==> src/rtl/tx_thresh_fifo_pkg.sv <==
package tx_thresh_fifo_pkg;
  typedef enum logic [1:0] {
    ST_IDLE  = 2'd0,
    ST_SEND  = 2'd1,
    ST_FLUSH = 2'd2
  } txf_state_e;
endpackage

==> src/rtl/txf_rst_sync.sv <==
module txf_rst_sync (
  input  logic clk,
  input  logic rst_n_in,
  output logic rst_n_out
);
  logic meta_q;
  logic sync_q;

  always_ff @(posedge clk or negedge rst_n_in) begin
    if (!rst_n_in) begin
      meta_q <= 1'b0;
      sync_q <= 1'b0;
    end else begin
      meta_q <= 1'b1;
      sync_q <= meta_q;
    end
  end

  assign rst_n_out = sync_q;
endmodule

==> src/rtl/txf_store.sv <==
module txf_store #(
  parameter int DATA_W = 64,
  parameter int DEPTH  = 32,
  localparam int AW    = $clog2(DEPTH),
  localparam int CNT_W = AW + 1
) (
  input  logic              clk,
  input  logic              rst_n,
  input  logic              push,
  input  logic [DATA_W-1:0] push_data,
  input  logic              push_eop,
  input  logic              pop,
  output logic [DATA_W-1:0] head_data,
  output logic              head_eop,
  output logic [CNT_W-1:0]  level,
  output logic [CNT_W-1:0]  eop_cnt,
  output logic              empty
);
  localparam logic [CNT_W-1:0] DEPTH_C = CNT_W'(DEPTH);

  logic [DATA_W:0]    mem [DEPTH];
  logic [AW-1:0]      wr_ptr_q, wr_ptr_d;
  logic [AW-1:0]      rd_ptr_q, rd_ptr_d;
  logic [CNT_W-1:0]   level_q, level_d;
  logic [CNT_W-1:0]   eop_q, eop_d;
  logic               push_ok, pop_ok;
  logic               eop_in, eop_out;

  assign push_ok = push && (level_q != DEPTH_C);
  assign pop_ok  = pop && (level_q != '0);
  assign eop_in  = push_ok && push_eop;
  assign eop_out = pop_ok && mem[rd_ptr_q][DATA_W];

  always_comb begin
    wr_ptr_d = wr_ptr_q;
    rd_ptr_d = rd_ptr_q;
    level_d  = level_q;
    eop_d    = eop_q;
    if (push_ok) wr_ptr_d = wr_ptr_q + AW'(1);
    if (pop_ok)  rd_ptr_d = rd_ptr_q + AW'(1);
    case ({push_ok, pop_ok})
      2'b10:   level_d = level_q + CNT_W'(1);
      2'b01:   level_d = level_q - CNT_W'(1);
      default: level_d = level_q;
    endcase
    case ({eop_in, eop_out})
      2'b10:   eop_d = eop_q + CNT_W'(1);
      2'b01:   eop_d = eop_q - CNT_W'(1);
      default: eop_d = eop_q;
    endcase
  end

  always_ff @(posedge clk or negedge rst_n) begin
    if (!rst_n) begin
      wr_ptr_q <= '0;
      rd_ptr_q <= '0;
      level_q  <= '0;
      eop_q    <= '0;
    end else begin
      wr_ptr_q <= wr_ptr_d;
      rd_ptr_q <= rd_ptr_d;
      level_q  <= level_d;
      eop_q    <= eop_d;
    end
  end

  always_ff @(posedge clk) begin
    if (push_ok) mem[wr_ptr_q] <= {push_eop, push_data};
  end

  assign head_data = mem[rd_ptr_q][DATA_W-1:0];
  assign head_eop  = mem[rd_ptr_q][DATA_W];
  assign level     = level_q;
  assign eop_cnt   = eop_q;
  assign empty     = (level_q == '0);
endmodule

==> src/rtl/txf_ctrl.sv <==
module txf_ctrl
  import tx_thresh_fifo_pkg::*;
#(
  parameter int CNT_W = 6
) (
  input  logic             clk,
  input  logic             rst_n,
  input  logic [CNT_W-1:0] thresh,
  input  logic [CNT_W-1:0] level,
  input  logic [CNT_W-1:0] eop_cnt,
  input  logic             empty,
  input  logic             head_eop,
  input  logic             drain_tick,
  output logic             pop,
  output logic             fire,
  output logic             abort_req,
  output txf_state_e       state
);
  txf_state_e       st_q, st_d;
  logic [CNT_W-1:0] thr_eff;
  logic             start_ok;

  assign thr_eff  = (thresh == '0) ? CNT_W'(1) : thresh;
  assign start_ok = (level >= thr_eff) || (eop_cnt != '0);

  always_comb begin
    st_d      = st_q;
    pop       = 1'b0;
    fire      = 1'b0;
    abort_req = 1'b0;
    case (st_q)
      ST_IDLE: begin
        if (start_ok) st_d = ST_SEND;
      end
      ST_SEND: begin
        if (drain_tick) begin
          if (!empty) begin
            pop  = 1'b1;
            fire = 1'b1;
            if (head_eop) st_d = ST_IDLE;
          end else begin
            abort_req = 1'b1;
            st_d      = ST_FLUSH;
          end
        end
      end
      ST_FLUSH: begin
        if (!empty) begin
          pop = 1'b1;
          if (head_eop) st_d = ST_IDLE;
        end
      end
      default: st_d = ST_IDLE;
    endcase
  end

  always_ff @(posedge clk or negedge rst_n) begin
    if (!rst_n) st_q <= ST_IDLE;
    else        st_q <= st_d;
  end

  assign state = st_q;
endmodule

==> src/rtl/txf_out.sv <==
module txf_out #(
  parameter int DATA_W = 64
) (
  input  logic              clk,
  input  logic              rst_n,
  input  logic              fire,
  input  logic              abort_req,
  input  logic [DATA_W-1:0] head_data,
  input  logic              head_eop,
  output logic              tx_valid,
  output logic [DATA_W-1:0] tx_data,
  output logic              tx_eop,
  output logic              tx_abort
);
  logic              valid_q, eop_q, abort_q;
  logic              eop_d;
  logic [DATA_W-1:0] data_q;

  assign eop_d = fire && head_eop;

  always_ff @(posedge clk or negedge rst_n) begin
    if (!rst_n) begin
      valid_q <= 1'b0;
      eop_q   <= 1'b0;
      abort_q <= 1'b0;
    end else begin
      valid_q <= fire;
      eop_q   <= eop_d;
      abort_q <= abort_req;
    end
  end

  always_ff @(posedge clk) begin
    if (fire) data_q <= head_data;
  end

  assign tx_valid = valid_q;
  assign tx_data  = data_q;
  assign tx_eop   = eop_q;
  assign tx_abort = abort_q;
endmodule

==> src/rtl/tx_thresh_fifo.sv <==
module tx_thresh_fifo
  import tx_thresh_fifo_pkg::*;
#(
  parameter int DATA_W = 64,
  parameter int DEPTH  = 32,
  localparam int CNT_W = $clog2(DEPTH) + 1
) (
  input  logic              clk,
  input  logic              rst_n,
  input  logic [CNT_W-1:0]  cfg_thresh,
  input  logic              wr_en,
  input  logic [DATA_W-1:0] wr_data,
  input  logic              wr_eop,
  output logic [CNT_W-1:0]  fill_space,
  input  logic              drain_tick,
  output logic              tx_valid,
  output logic [DATA_W-1:0] tx_data,
  output logic              tx_eop,
  output logic              tx_abort
);
  localparam logic [CNT_W-1:0] DEPTH_C = CNT_W'(DEPTH);

  logic              rst_n_s;
  logic              pop, fire, abort_req, empty, head_eop;
  logic [DATA_W-1:0] head_data;
  logic [CNT_W-1:0]  level, eop_cnt;
  txf_state_e        state;

  txf_rst_sync u_rst (
    .clk       (clk),
    .rst_n_in  (rst_n),
    .rst_n_out (rst_n_s)
  );

  txf_store #(.DATA_W(DATA_W), .DEPTH(DEPTH)) u_store (
    .clk       (clk),
    .rst_n     (rst_n_s),
    .push      (wr_en),
    .push_data (wr_data),
    .push_eop  (wr_eop),
    .pop       (pop),
    .head_data (head_data),
    .head_eop  (head_eop),
    .level     (level),
    .eop_cnt   (eop_cnt),
    .empty     (empty)
  );

  txf_ctrl #(.CNT_W(CNT_W)) u_ctrl (
    .clk        (clk),
    .rst_n      (rst_n_s),
    .thresh     (cfg_thresh),
    .level      (level),
    .eop_cnt    (eop_cnt),
    .empty      (empty),
    .head_eop   (head_eop),
    .drain_tick (drain_tick),
    .pop        (pop),
    .fire       (fire),
    .abort_req  (abort_req),
    .state      (state)
  );

  txf_out #(.DATA_W(DATA_W)) u_out (
    .clk       (clk),
    .rst_n     (rst_n_s),
    .fire      (fire),
    .abort_req (abort_req),
    .head_data (head_data),
    .head_eop  (head_eop),
    .tx_valid  (tx_valid),
    .tx_data   (tx_data),
    .tx_eop    (tx_eop),
    .tx_abort  (tx_abort)
  );

  assign fill_space = DEPTH_C - level;
endmodule

==> config.mk <==
export PLATFORM = sky130hd
export DESIGN_NAME = tx_thresh_fifo
export DESIGN_NICKNAME = d
export VERILOG_FILES = /design/src/rtl/tx_thresh_fifo_pkg.sv /design/src/rtl/txf_rst_sync.sv /design/src/rtl/txf_store.sv /design/src/rtl/txf_ctrl.sv /design/src/rtl/txf_out.sv /design/src/rtl/tx_thresh_fifo.sv
export SDC_FILE = /design/constraint.sdc
export NUM_CORES = 2
export LEC_CHECK = 0
export CORE_AREA = 2 2 350 352
export CTS_BUF_LIST = sky130_fd_sc_hd__clkbuf_4 sky130_fd_sc_hd__clkbuf_8
export DETAILED_ROUTE_END_ITERATION = 10
export DIE_AREA = 0 0 352 354
export HOLD_SLACK_MARGIN = 0.02
export PLACE_DENSITY = 0.86
export SYNTH_ARGS = -nofsm -noshare
export SYNTH_HDL_FRONTEND = slang
export SYNTH_SLANG_ARGS = --single-unit
==> constraint.sdc <==
create_clock -name clk -period 4.6 [get_ports clk]
set_input_delay 0.92 -clock clk [delete_from_list [all_inputs] [get_ports clk]]
set_output_delay 0.92 -clock clk [all_outputs]
set_load 0.01 [all_outputs]
==> reports/metrics.cfg <==
[global_routing]
antenna_found_initial = 15
grt_first_pass_wirelength_mm = 307
grt_max_degree = 153
grt.total_usage = 0.355
first_global_vias = 42500
grt_overflow_total = 0

[synthesis]
syn_inst = 3366
avgSynthCellArea_um2 = 24.6
yosysUniqueCellTypes = 52
ys_async_sr_fraction = 0.0133
synth_seq_area_share = 0.788
synth_top_family_by_area = multiplexers
synthMuxAreaShare = 0.180
synth-compound-area-share = 0.00316
synth_ff_type = edfxtp_1
ys_warn_count = 0
ys_ff_latch = 2173
synth_xor_xnor_area_share = 0.00244
synth_nets = 3466
synthSimpleGateAreaFrac = 0.0129
synth_adder_area_share = 0.00388
synth_edf_count = 2144
synth.cell_area_mm2 = 0.0826

[route]
avgRoutedWirePerCell_um = 38.2
drtPass1Iterations = 8
num_vias = 41200
ant_nets = 0
drt-initial-drc-count = 6693
totalWireLength_mm = 216
vias_per_cell = 7.28
drc = 0

[pwr]
vdd_drop_max_mv = 0.508
switchingPower_mw = 15.7
p_comb_frac = 0.268
p_int_mw = 38.7
power_mw = 54.4
p_per_area_mw_per_mm2 = 583
clockPowerShare = 0.283
swShare = 0.288
p_leak_nw = 29.4
seq_power_share = 0.449

[worst_hold_path]
hp-class = flop to asynchronous set/reset pin

[floorplan]
die_w_um = 352
io-pin-count = 148
initial_core_util = 0.683
die_h_um = 354
rows = 128
core_area_mm2 = 0.121
die_area_mm2 = 0.125

[sta]
period_minus_slack_ns = 4.19
worst_slack_ns = 0.414
rsz0062_at_grt = no
setup_viol = 0
fmax_mhz = 239
worst_pin_slew_ns = 1.19
slew_viol_final = 0
fin_crit_sh = 0.910
finClkSkew_ns = 0.0848
maxSlewHeadroom = 0.203
hold_viol = 0

[layout]
area_delta_synth_final_pct = 12.9
finalNonFillerCells = 5666
multi_input_area_mm2 = 0.0170
num-fill-cells = 5288
finish.utilization = 0.771
final-seq-area_mm2 = 0.0651
nNetsFinal = 3886
drive_above_1_share = 0.328

[setup_path]
rr_startpoint = u_store.rd_ptr_q[1]$_DFFE_PN0P_
reg2reg_depth = 14
cp_cell_sequence = buf_4, mux4_2, a32o_1, nor3b_1, or2_1, nor2_1, ha_1, xor2_1, ha_1, a211oi_1, a21oi_1, a22oi_1, nor2_1, xor2_1
crit_fanout = 28
cp-startpoint = u_store.rd_ptr_q[1]$_DFFE_PN0P_
worstPathArrival_ns = 5.05
setup.worst_path.end = u_store.eop_cnt[4]$_DFFE_PN0P_
slowest_delay_ns = 0.57
cp.required_ns = 5.46
critical_path.slowest_cell = dfrtp_4
cp-start-kind = flop
reg2reg_slack_ns = 0.41
r2r_end = u_store.eop_cnt[4]$_DFFE_PN0P_
crit_type = flop to flop
worstSetupEndpointType = flop

[placed_design]
dp.cells = 5072
gp_congestion = 0.757
place_ws_ns = 0.566
place_hpwl_mm = 109
port_buffers = 147

[cts]
cts-hold-fix-buffers = 0
cts-root-buf = clkbuf_8
cts_tree = yes
postCtsSetupBuffers = 0
cts.path.max_buffers = 4
clk_pin_slew_worst_paths_ns = 0.06
clkLatencyLatePin_ns = 1.05
numCtsBuffers = 337
htreeDepth = 5
ctsResizeCount = 0
cts_sinks = 2173

[run]
cap_viol_max_count = 0

[status]
status = finished, final reports clean

## per-stage QoR
step                hold slack [ns]  TNS [ns]  cell area [um^2]
CTS                          0.0313         0             93200
finish                       0.0306         0             93300
global placement             0.0106         0             87000
global route                 0.0390         0             93300
detailed placement           0.0181         0             87000
floorplan                     0.331   -400.43             82600
## layout make-up
class | count | area share
clock inverter | 114 | 0.00602
timing repair buffer | 249 | 0.0302
inverter | 20 | 0.000858
multi-input combinational | 1005 | 0.182
tap | 1625 | 0.0218
antenna | 14 | 0.000376
clock buffer | 466 | 0.0609
sequential | 2173 | 0.698
## cells by family after synthesis
| logic type | count (synthesis) |
|---|---|
| other cells | 1 |
| simple gates | 244 |
| buf+inv | 188 |
| compound gates | 39 |
| flops | 2173 |
| mux | 673 |
| fa+ha+maj | 25 |
| xor+xnor | 23 |
## power groups by stage
stage,Sequential [mW],Combinational [mW],Clock (mW)
3_5_place_dp,24.7,14.4,0
6_report,24.4,14.6,15.4
2_1_floorplan,24.4,9.98,0
3_3_place_gp,24.6,13.7,0
4_1_cts,24.4,14.6,15.5
5_1_grt,24.5,15.2,16.3
## synth_stat cells, drive strengths merged (2+ instances only)
master	count	area share
nor3b	3	0.00027
dfrtp	29	0.0088
or4b	2	0.00024
nand2b	2	0.00015
nor2	43	0.0020
nor4	3	0.00023
mux2i	5	0.00061
and2	3	0.00023
a21o	2	0.00018
edfxtp	2144	0.78
a21oi	8	0.00048
mux4	646	0.18
or2	2	0.00015
clkbuf	70	0.0032
nand3b	4	0.00036
o221ai	3	0.00032
or3	3	0.00023
nand2	151	0.0069
o211ai	3	0.00027
xor2	8	0.00085
o21ai	9	0.00054
xnor2	15	0.0016
nor2b	3	0.00023
a211oi	2	0.00018
mux2	22	0.0030
ha	24	0.0036
inv	20	0.00091
nor3	8	0.00048
nand4	3	0.00023
or3b	5	0.00053
and3b	2	0.00021
a22oi	3	0.00027
buf	98	0.0060
o31a	2	0.00021
nand3	3	0.00018
## how the worst min path moves through the flow
stage                                    startpoint                   endpoint  slack (ns)  cells past startpoint
after floorplan              u_rst.meta_q$_DFF_PN0_  u_rst.rst_n_out$_DFF_PN0_        0.33                      0
after detailed placement  u_rst.rst_n_out$_DFF_PN0_   u_out.tx_valid$_DFF_PN0_        0.02                      0
after global placement    u_rst.rst_n_out$_DFF_PN0_   u_out.tx_valid$_DFF_PN0_        0.01                      0
after CTS                 u_rst.rst_n_out$_DFF_PN0_   u_out.tx_valid$_DFF_PN0_        0.03                      0
final                     u_rst.rst_n_out$_DFF_PN0_   u_out.tx_valid$_DFF_PN0_        0.03                      0
after global routing      u_rst.rst_n_out$_DFF_PN0_   u_out.tx_valid$_DFF_PN0_        0.04                      0
## worst max-delay path: cells and delay by family (launching register included)
kind / cells / cell delay (ns)
fa+ha+maj: 2 / 0.58
flops: 1 / 0.57
simple gates: 4 / 0.74
buf+inv: 1 / 0.45
mux: 1 / 0.38
xor+xnor: 2 / 0.39
compound gates: 4 / 0.93
## registers in the layout (all words and copies together) (netlist names)
register / count
u_store.wr_ptr_q: 5
u_store.rd_ptr_q: 5
u_store.eop_cnt: 6
u_out.tx_eop: 1
u_out.tx_data: 64
u_rst.rst_n_out: 1
u_store.level: 6
u_store.mem: 2080
u_out.tx_abort: 1
u_rst.meta_q: 1
u_ctrl.state: 2
u_out.tx_valid: 1
## layer usage
| layer | routed length (um) | GRT usage | vias up | share of wire |
|---|---|---|---|---|
| met5 | 49 | 0 | - | 0.00023 |
| met4 | 10200 | 0.172 | 8 | 0.047 |
| met3 | 26900 | 0.0850 | 709 | 0.12 |
| met2 | 110000 | 0.582 | 3936 | 0.51 |
| met1 | 68700 | 0.458 | 21300 | 0.32 |
| li1 | - | - | 15300 | - |
## layout by cell type, fill, tap and decap left out, types with 24 or more instances in the layout
master,instances
edfxtp_1,2144
mux4_2,646
clkbuf_8,349
nand2_1,151
clkdlybuf4s50_1,147
clkbuf_4,117
clkinv_1,76
buf_4,56
buf_12,46
nor2_4,33
clkinv_2,31
ha_1,24
dfrtp_1,24
Power figures use the tool's default switching activity.
